--- config.mk ---
export PLATFORM = sky130hd
export DESIGN_NAME = tdm_tx
export DESIGN_NICKNAME = d
export VERILOG_FILES = /design/src/rtl/tdm_tx_pkg.sv /design/src/rtl/tdm_bclk_edge.sv /design/src/rtl/tdm_fsync.sv /design/src/rtl/tdm_slot_seq.sv /design/src/rtl/tdm_word_shifter.sv /design/src/rtl/tdm_tx.sv
export SDC_FILE = /design/constraint.sdc
export NUM_CORES = 1
export LEC_CHECK = 0
export CORE_MARGIN = 3
export CORE_UTILIZATION = 45
export DETAILED_ROUTE_END_ITERATION = 10
export GPL_ROUTABILITY_DRIVEN = 0
export PLACE_DENSITY = 0.67
export SKIP_CTS_REPAIR_TIMING = 1
export SLEW_MARGIN = 20
export SYNTH_ARGS = -nofsm -noshare
export SYNTH_HDL_FRONTEND = slang
export SYNTH_SLANG_ARGS = --single-unit
export TNS_END_PERCENT = 100
--- constraint.sdc ---
create_clock -name clk -period 9.23 [get_ports clk]
set_clock_uncertainty 0.05 [all_clocks]
set_input_delay 1.846 -clock clk [delete_from_list [all_inputs] [get_ports clk]]
set_output_delay 1.846 -clock clk [all_outputs]
set_load 0.02 [all_outputs]
--- src/rtl/tdm_tx_pkg.sv ---
package tdm_tx_pkg;

    // width of the frame-sync-to-first-bit gap field
    localparam int DLY_W = 4;

    typedef enum logic {
        EDGE_RISE = 1'b0,
        EDGE_FALL = 1'b1
    } bclk_edge_e;

    typedef struct packed {
        logic       master;
        logic       act_low;
        bclk_edge_e edge_sel;
    } fs_mode_t;

    // what the data lane does during the current bit
    typedef enum logic [1:0] {
        LANE_IDLE = 2'd0,
        LANE_DATA = 2'd1,
        LANE_ZERO = 2'd2
    } lane_e;

    // convert an internal "sync active" flag to / from the pin level
    function automatic logic fs_pin_level(input logic active, input logic act_low);
        return active ^ act_low;
    endfunction

endpackage

--- src/rtl/tdm_bclk_edge.sv ---
module tdm_bclk_edge
    import tdm_tx_pkg::*;
(
    input  logic       clk,
    input  logic       rst,
    input  logic       bclk,
    input  bclk_edge_e edge_sel,
    output logic       tick
);
    logic bclk_q;

    // the history register follows the pin in reset too, so no false edge
    always_ff @(posedge clk) begin
        if (rst) bclk_q <= bclk;
        else     bclk_q <= bclk;
    end

    logic rise, fall;
    assign rise = bclk & ~bclk_q;
    assign fall = ~bclk & bclk_q;
    assign tick = (edge_sel == EDGE_FALL) ? fall : rise;

endmodule

--- src/rtl/tdm_fsync.sv ---
module tdm_fsync
    import tdm_tx_pkg::*;
#(
    parameter int PER_W = 11
) (
    input  logic             clk,
    input  logic             rst,
    input  logic             tick,
    input  fs_mode_t         mode,
    input  logic [PER_W-1:0] period,
    input  logic             fs_in,
    output logic             fs_hit,
    output logic             fs_out,
    output logic             fs_oe
);
    logic [PER_W-1:0] cnt_q;
    logic             act_q;
    logic             prev_q;
    logic             pin_lvl;
    logic             gen_hit;
    logic             pin_hit;

    assign pin_lvl = fs_pin_level(fs_in, mode.act_low);
    assign gen_hit = tick && (cnt_q == '0);
    assign pin_hit = tick && pin_lvl && !prev_q;
    assign fs_hit  = mode.master ? gen_hit : pin_hit;

    always_ff @(posedge clk) begin
        if (rst) begin
            cnt_q  <= '0;
            act_q  <= 1'b0;
            prev_q <= 1'b0;
        end else if (tick) begin
            if (cnt_q == period - PER_W'(1)) cnt_q <= '0;
            else                             cnt_q <= cnt_q + PER_W'(1);
            act_q  <= mode.master && (cnt_q == '0);
            prev_q <= pin_lvl;
        end
    end

    assign fs_out = fs_pin_level(act_q, mode.act_low);
    assign fs_oe  = mode.master;


    gen_cnt_range_chk: assert property (@(posedge clk) disable iff (rst)
        mode.master |-> (cnt_q < period));


    gen_pulse_chk: assert property (@(posedge clk) disable iff (rst)
        (mode.master && fs_hit) |=> act_q);


    pin_retrigger_chk: assert property (@(posedge clk) disable iff (rst)
        (!mode.master && tick && prev_q) |-> !fs_hit);

endmodule

--- src/rtl/tdm_slot_seq.sv ---
module tdm_slot_seq
    import tdm_tx_pkg::*;
#(
    parameter int WL_W   = 6,
    parameter int NCH_W  = 6,
    parameter int BIT_W  = 5,
    parameter int SLOT_W = 5
) (
    input  logic              clk,
    input  logic              rst,
    input  logic              tick,
    input  logic              fs_hit,
    input  logic [DLY_W-1:0]  cfg_delay,
    input  logic [WL_W-1:0]   cfg_wlen,
    input  logic [NCH_W-1:0]  cfg_nch,
    output logic              step_live,
    output logic              word_start,
    output logic [SLOT_W-1:0] step_slot
);
    logic              pend_q;
    logic [DLY_W-1:0]  dcnt_q;
    logic              live_q;
    logic [SLOT_W-1:0] slot_q;
    logic [BIT_W-1:0]  bit_q;

    logic              go;
    logic              n_live;
    logic [SLOT_W-1:0] n_slot;
    logic [BIT_W-1:0]  n_bit;
    logic              last_bit;
    logic              last_slot;

    assign go = tick && ((fs_hit && cfg_delay == '0) ||
                         (pend_q && dcnt_q == DLY_W'(1)));

    assign last_bit  = (WL_W'(bit_q) == cfg_wlen - WL_W'(1));
    assign last_slot = (NCH_W'(slot_q) == cfg_nch - NCH_W'(1));

    always_comb begin
        n_live = live_q;
        n_slot = slot_q;
        n_bit  = bit_q;
        if (go) begin
            n_live = 1'b1;
            n_slot = '0;
            n_bit  = '0;
        end else if (tick && live_q) begin
            if (last_bit) begin
                n_bit = '0;
                if (last_slot) begin
                    n_live = 1'b0;
                    n_slot = '0;
                end else begin
                    n_slot = slot_q + SLOT_W'(1);
                end
            end else begin
                n_bit = bit_q + BIT_W'(1);
            end
        end
    end

    always_ff @(posedge clk) begin
        if (rst) begin
            pend_q <= 1'b0;
            dcnt_q <= '0;
            live_q <= 1'b0;
            slot_q <= '0;
            bit_q  <= '0;
        end else begin
            live_q <= n_live;
            slot_q <= n_slot;
            bit_q  <= n_bit;
            if (tick) begin
                if (fs_hit && cfg_delay != '0) begin
                    pend_q <= 1'b1;
                    dcnt_q <= cfg_delay;
                end else if (pend_q) begin
                    if (dcnt_q == DLY_W'(1)) pend_q <= 1'b0;
                    dcnt_q <= dcnt_q - DLY_W'(1);
                end
            end
        end
    end

    assign step_live  = tick && n_live;
    assign word_start = (n_bit == '0);
    assign step_slot  = n_slot;


    zero_dly_chk: assert property (@(posedge clk) disable iff (rst)
        (tick && fs_hit && cfg_delay == '0) |=> (live_q && slot_q == '0 && bit_q == '0));


    dly_cnt_chk: assert property (@(posedge clk) disable iff (rst)
        pend_q |-> (dcnt_q != '0));


    pos_range_chk: assert property (@(posedge clk) disable iff (rst)
        live_q |-> ((WL_W'(bit_q) < cfg_wlen) && (NCH_W'(slot_q) < cfg_nch)));

endmodule

--- src/rtl/tdm_word_shifter.sv ---
module tdm_word_shifter
    import tdm_tx_pkg::*;
#(
    parameter int MAX_CH   = 32,
    parameter int MAX_WLEN = 32,
    parameter int WL_W     = 6,
    parameter int SLOT_W   = 5
) (
    input  logic                clk,
    input  logic                rst,
    input  logic                tick,
    input  logic                step_live,
    input  logic                word_start,
    input  logic [SLOT_W-1:0]   step_slot,
    input  logic [MAX_CH-1:0]   cfg_ch_en,
    input  logic [WL_W-1:0]     cfg_wlen,
    input  logic [MAX_WLEN-1:0] tx_data,
    input  logic                tx_valid,
    output logic                tx_ready,
    output logic                sdo,
    output logic                sdo_oe,
    output logic                tx_dv,
    output logic                underflow
);
    logic [MAX_WLEN-1:0] buf_q;
    logic                full_q;
    logic [MAX_WLEN-1:0] sh_q;
    lane_e               lane_q;
    logic                ufl_q;

    logic                accept;
    logic                slot_on;
    logic                begin_word;
    logic [WL_W-1:0]     gap;

    assign accept     = tx_valid && !full_q;
    assign slot_on    = cfg_ch_en[step_slot];
    assign begin_word = tick && step_live && word_start;
    assign gap        = WL_W'(MAX_WLEN) - cfg_wlen;

    always_ff @(posedge clk) begin
        if (rst) begin
            buf_q  <= '0;
            full_q <= 1'b0;
            sh_q   <= '0;
            lane_q <= LANE_IDLE;
            ufl_q  <= 1'b0;
        end else begin
            if (accept) begin
                buf_q  <= tx_data;
                full_q <= 1'b1;
            end
            if (tick) begin
                if (step_live && word_start) begin
                    if (slot_on) begin
                        if (full_q) begin
                            sh_q   <= buf_q << gap;
                            full_q <= 1'b0;
                            lane_q <= LANE_DATA;
                        end else begin
                            sh_q   <= '0;
                            lane_q <= LANE_ZERO;
                            ufl_q  <= 1'b1;
                        end
                    end else begin
                        lane_q <= LANE_IDLE;
                    end
                end else if (step_live) begin
                    sh_q <= sh_q << 1;
                end else begin
                    lane_q <= LANE_IDLE;
                end
            end
        end
    end

    assign tx_ready  = !full_q;
    assign sdo       = (lane_q == LANE_DATA) && sh_q[MAX_WLEN-1];
    assign sdo_oe    = (lane_q != LANE_IDLE);
    assign tx_dv     = (lane_q != LANE_IDLE);
    assign underflow = ufl_q;


    ufl_sticky_chk: assert property (@(posedge clk) disable iff (rst)
        underflow |=> underflow);


    drive_start_chk: assert property (@(posedge clk) disable iff (rst)
        $rose(sdo_oe) |-> $past(begin_word && slot_on));


    consume_chk: assert property (@(posedge clk) disable iff (rst)
        $fell(full_q) |-> $past(begin_word && slot_on));


    ready_drop_chk: assert property (@(posedge clk) disable iff (rst)
        (tx_valid && tx_ready) |=> !tx_ready);

endmodule

--- src/rtl/tdm_tx.sv ---
module tdm_tx
    import tdm_tx_pkg::*;
#(
    parameter int MAX_CH   = 32,
    parameter int MAX_WLEN = 32,
    localparam int WL_W    = $clog2(MAX_WLEN + 1),
    localparam int NCH_W   = $clog2(MAX_CH + 1)
) (
    input  logic                clk,
    input  logic                rst,
    input  logic                bclk,
    input  logic                cfg_master,
    input  logic                cfg_fs_act_low,
    input  logic                cfg_fs_fall,
    input  logic [WL_W-1:0]     cfg_wlen,
    input  logic [NCH_W-1:0]    cfg_nch,
    input  logic [DLY_W-1:0]    cfg_delay,
    input  logic [MAX_CH-1:0]   cfg_ch_en,
    input  logic [MAX_WLEN-1:0] tx_data,
    input  logic                tx_valid,
    output logic                tx_ready,
    input  logic                fs_in,
    output logic                fs_out,
    output logic                fs_oe,
    output logic                sdo,
    output logic                sdo_oe,
    output logic                tx_dv,
    output logic                underflow
);
    localparam int BIT_W  = $clog2(MAX_WLEN);
    localparam int SLOT_W = $clog2(MAX_CH);
    localparam int PER_W  = $clog2(MAX_CH * MAX_WLEN + 1);

    fs_mode_t          mode;
    logic              tick;
    logic              fs_hit;
    logic [PER_W-1:0]  period;
    logic              step_live;
    logic              word_start;
    logic [SLOT_W-1:0] step_slot;

    assign mode.master   = cfg_master;
    assign mode.act_low  = cfg_fs_act_low;
    assign mode.edge_sel = bclk_edge_e'(cfg_fs_fall);
    assign period        = PER_W'(cfg_wlen) * PER_W'(cfg_nch);

    tdm_bclk_edge u_edge (
        .clk      (clk),
        .rst      (rst),
        .bclk     (bclk),
        .edge_sel (mode.edge_sel),
        .tick     (tick)
    );

    tdm_fsync #(.PER_W(PER_W)) u_fsync (
        .clk    (clk),
        .rst    (rst),
        .tick   (tick),
        .mode   (mode),
        .period (period),
        .fs_in  (fs_in),
        .fs_hit (fs_hit),
        .fs_out (fs_out),
        .fs_oe  (fs_oe)
    );

    tdm_slot_seq #(
        .WL_W   (WL_W),
        .NCH_W  (NCH_W),
        .BIT_W  (BIT_W),
        .SLOT_W (SLOT_W)
    ) u_seq (
        .clk        (clk),
        .rst        (rst),
        .tick       (tick),
        .fs_hit     (fs_hit),
        .cfg_delay  (cfg_delay),
        .cfg_wlen   (cfg_wlen),
        .cfg_nch    (cfg_nch),
        .step_live  (step_live),
        .word_start (word_start),
        .step_slot  (step_slot)
    );

    tdm_word_shifter #(
        .MAX_CH   (MAX_CH),
        .MAX_WLEN (MAX_WLEN),
        .WL_W     (WL_W),
        .SLOT_W   (SLOT_W)
    ) u_shift (
        .clk        (clk),
        .rst        (rst),
        .tick       (tick),
        .step_live  (step_live),
        .word_start (word_start),
        .step_slot  (step_slot),
        .cfg_ch_en  (cfg_ch_en),
        .cfg_wlen   (cfg_wlen),
        .tx_data    (tx_data),
        .tx_valid   (tx_valid),
        .tx_ready   (tx_ready),
        .sdo        (sdo),
        .sdo_oe     (sdo_oe),
        .tx_dv      (tx_dv),
        .underflow  (underflow)
    );


    idle_gap_chk: assert property (@(posedge clk) disable iff (rst)
        (tick && !step_live) |=> !tx_dv);

endmodule

==> impl_metrics.py <==
metrics = {
    "logic_synthesis": {
        "yosysWarnings": 0,
        "synth.distinct_cells": 70,
        "synth_nets": 1147,
        "synth_top_cells_by_count": "nand2_1, dfxtp_1, a21oi_1, nor2_1, clkbuf_1",
        "synth_area_um2": 7990,
        "synth_top_area_share": 0.245,
        "ys_seq_elements": 98,
        "synth_top_flop_cell": "dfxtp_1",
        "synth_cells": 1006,
        "syn_avg_cell_area_um2": 7.95,
        "synthMostInstantiatedCell": "nand2_1",
        "synth_area_leaders": "dfxtp_1, nand2_1, mux4_2",
        "synthArstFlopShare": 0,
        "synth_edf_count": 0,
        "yosysTopAreaCell": "dfxtp_1",
        "yosysSeqAreaShare": 0.245,
    },
    "floorplanning": {
        "die_h_um": 139,
        "initial_core_util": 0.461,
        "ioPinCount": 95,
        "core_um2": 17400,
        "rows": 48,
        "dieWidth_um": 139,
        "die_area_um2": 19400,
    },
    "cts": {
        "path_clk_slew_ns": 0.07,
        "cts_tree": "done",
        "clockBufferDepth": 2,
        "root_buffer": "clkbuf_16",
        "cts_sinks": 98,
        "cts_buffers": 9,
        "htree_num_levels": 3,
        "clk_latency_ns": 0.36,
    },
    "timing": {
        "hold_viol": 0,
        "worst_slew_pin_slew_ns": 0.918,
        "finalSetupTns_ns": 0,
        "slew_headroom": 0.387,
        "min_period_ns": 7.20,
        "rsz0062_at_grt": "false",
        "maxSlewViolCount": 0,
        "setup_viol": 0,
        "finalCritPeriodShare": 0.780,
        "timing.fmax_mhz": 139,
    },
    "critical_path": {
        "crit_type": "in2reg",
        "cp.required_ns": 9.46,
        "crit_arrival_ns": 7.43,
        "cp-end-kind": "flop",
        "crit_path_start_kind": "primary input",
        "worstPathMaxFanout": 41,
    },
    "route": {
        "drtAntennaViolNets": 0,
        "initialDrtViolationCount": 590,
        "drt-wirelength-per-cell_um": 16.1,
        "dr.pass1.iters": 5,
        "vias_per_cell": 5.78,
        "route.detailed.drc": 0,
        "num_vias": 7399,
        "totalWireLength_mm": 20.7,
    },
    "job": {
        "drv_cap": 0,
    },
    "power_and_ir_drop": {
        "ir_drop_mv": 0.109,
        "leakage_nw": 3.74,
        "p_per_area_nw_per_um2": 134,
    },
    "cells_and_area": {
        "fin_area_um2": 9300,
        "synthToLayoutAreaGrowth_pct": 16.4,
        "diodes": 0,
        "drive_gt1_frac": 0.0672,
        "final_nets": 1192,
    },
    "place": {
        "placed_cell_area_um2": 9030,
        "port_buffers": 94,
        "hpwl_mm": 15.5,
    },
    "global_route": {
        "grt_pass1_vias": 6815,
        "grt_usage": 0.212,
        "grt_max_degree": 69,
        "antenna_found_initial": 0,
        "grt_pass1_wl_mm": 34.5,
        "grt_remaining_overflow": 0,
    },
    "outcome": {
        "status": "finished clean",
    },
    "min_path": {
        "min_path_type": "reg2reg",
    },
}
[report_power, final]
group          leakage, nW  switching [mW]  total (mW)  internal [mW]
clock network        0.129           0.174       0.358          0.183
logic                 2.82           0.230       0.443          0.213
registers            0.796          0.0136       0.448          0.435
total                 3.74           0.418        1.25          0.831
[registers in the layout, indices dropped and copies added, names as in the netlist]
signal and count:
u_seq.bit_q 5, u_shift.full_q 1, u_seq.slot_q 5, u_edge.bclk_q 1, u_shift.sh_q 32, u_seq.pend_q 1
u_shift.lane_q 2, u_seq.dcnt_q 4, u_shift.underflow 1, u_fsync.prev_q 1, u_seq.live_q 1, u_fsync.act_q 1
u_fsync.cnt_q 11, u_shift.buf_q 32
[metal layers]
metal  part of all wire  track usage
met2               0.43        0.307
met5                  0            0
met4              0.016       0.0551
met1               0.49        0.328
met3              0.064       0.0323
[cell usage in the layout, fill, tap and decap left out, types with 9 or more instances in the layout]
master / netlist / routed
a32oi_1: 12 / 12
a221o_1: 15 / 15
nor4_1: 9 / 9
a211o_1: 9 / 9
o21ai_0: 12 / 12
buf_4: 2 / 10
xor2_1: 24 / 23
xnor2_1: 36 / 35
nand2_1: 190 / 189
mux2i_1: 40 / 40
fa_1: 18 / 18
clkdlybuf4s50_1: 0 / 92
a211oi_1: 11 / 11
a21o_1: 13 / 13
a21oi_1: 84 / 84
nor3_1: 21 / 21
dfxtp_1: 98 / 98
nand3_1: 39 / 39
clkbuf_16: 0 / 9
nor2_1: 67 / 67
and2_1: 25 / 25
o21ai_1: 9 / 9
nand4_1: 9 / 9
ha_1: 35 / 35
inv_1: 46 / 46
mux4_2: 23 / 23
[cells by family (layout without fill, tap and decap cells)]
family                   Yosys count  after routing  synth area share
adder cells (fa/ha/maj)           53             53            0.0999
flip-flops                        98             98             0.245
AO/OA/AOI/OAI                    207            207             0.174
XOR/XNOR                          60             60            0.0657
buffers and inverters            118            168            0.0571
multiplexers                      68             68             0.123
AND/OR/NAND/NOR                  402            402             0.234
[path summary, 6_finish.rpt]
check,start,endpoint,slack (ns),depth (start not counted)
worst max-delay path,cfg_wlen[0],u_shift.sh_q[21]$_SDFFE_PP0P_,2.03,16
worst min-delay path,u_shift.lane_q[1]$_SDFFE_PP0P_,u_shift.lane_q[1]$_SDFFE_PP0P_,0.42,2
worst max register to register,u_seq.bit_q[2]$_SDFF_PP0_,u_shift.sh_q[21]$_SDFFE_PP0P_,4.60,11
worst min register to register,u_shift.lane_q[1]$_SDFFE_PP0P_,u_shift.lane_q[1]$_SDFFE_PP0P_,0.42,2
[cell type report]
class	count	area, um2
clock buffer	10	229
timing repair buffer	104	1010
fill	1659	8060
multi-input combinational	790	5600
clock inverter	6	42.5
sequential	98	1960
tap	225	282
inverter	48	180
[metrics by stage]
step	total power, mW	utilization	hold WS [ns]	std cells	worst slack [ns]
floorplan	0.786	-	0.383	1006	2.02
global placement	0.894	0.520	0.403	1265	1.76
CTS	1.26	0.536	0.421	1281	1.97
global route	1.33	0.536	0.446	1281	1.54
detailed placement	0.899	0.520	0.412	1265	1.61
finish	1.25	0.536	0.420	1281	2.03
[worst max-delay path, cell delays in order]
cell	delay (ns)
buf_2	0.07
buf_4	0.46
clkinv_1	0.38
ha_1	0.38
buf_4	0.38
xor2_1	0.18
nand2_1	0.10
nor4_4	0.25
nor3b_4	0.35
mux2i_1	0.77
mux2i_1	0.20
o22ai_1	0.21
nor4b_1	0.09
or4_1	0.86
or3_1	0.61
o31ai_2	0.26
(Power assumes the default switching activity.)
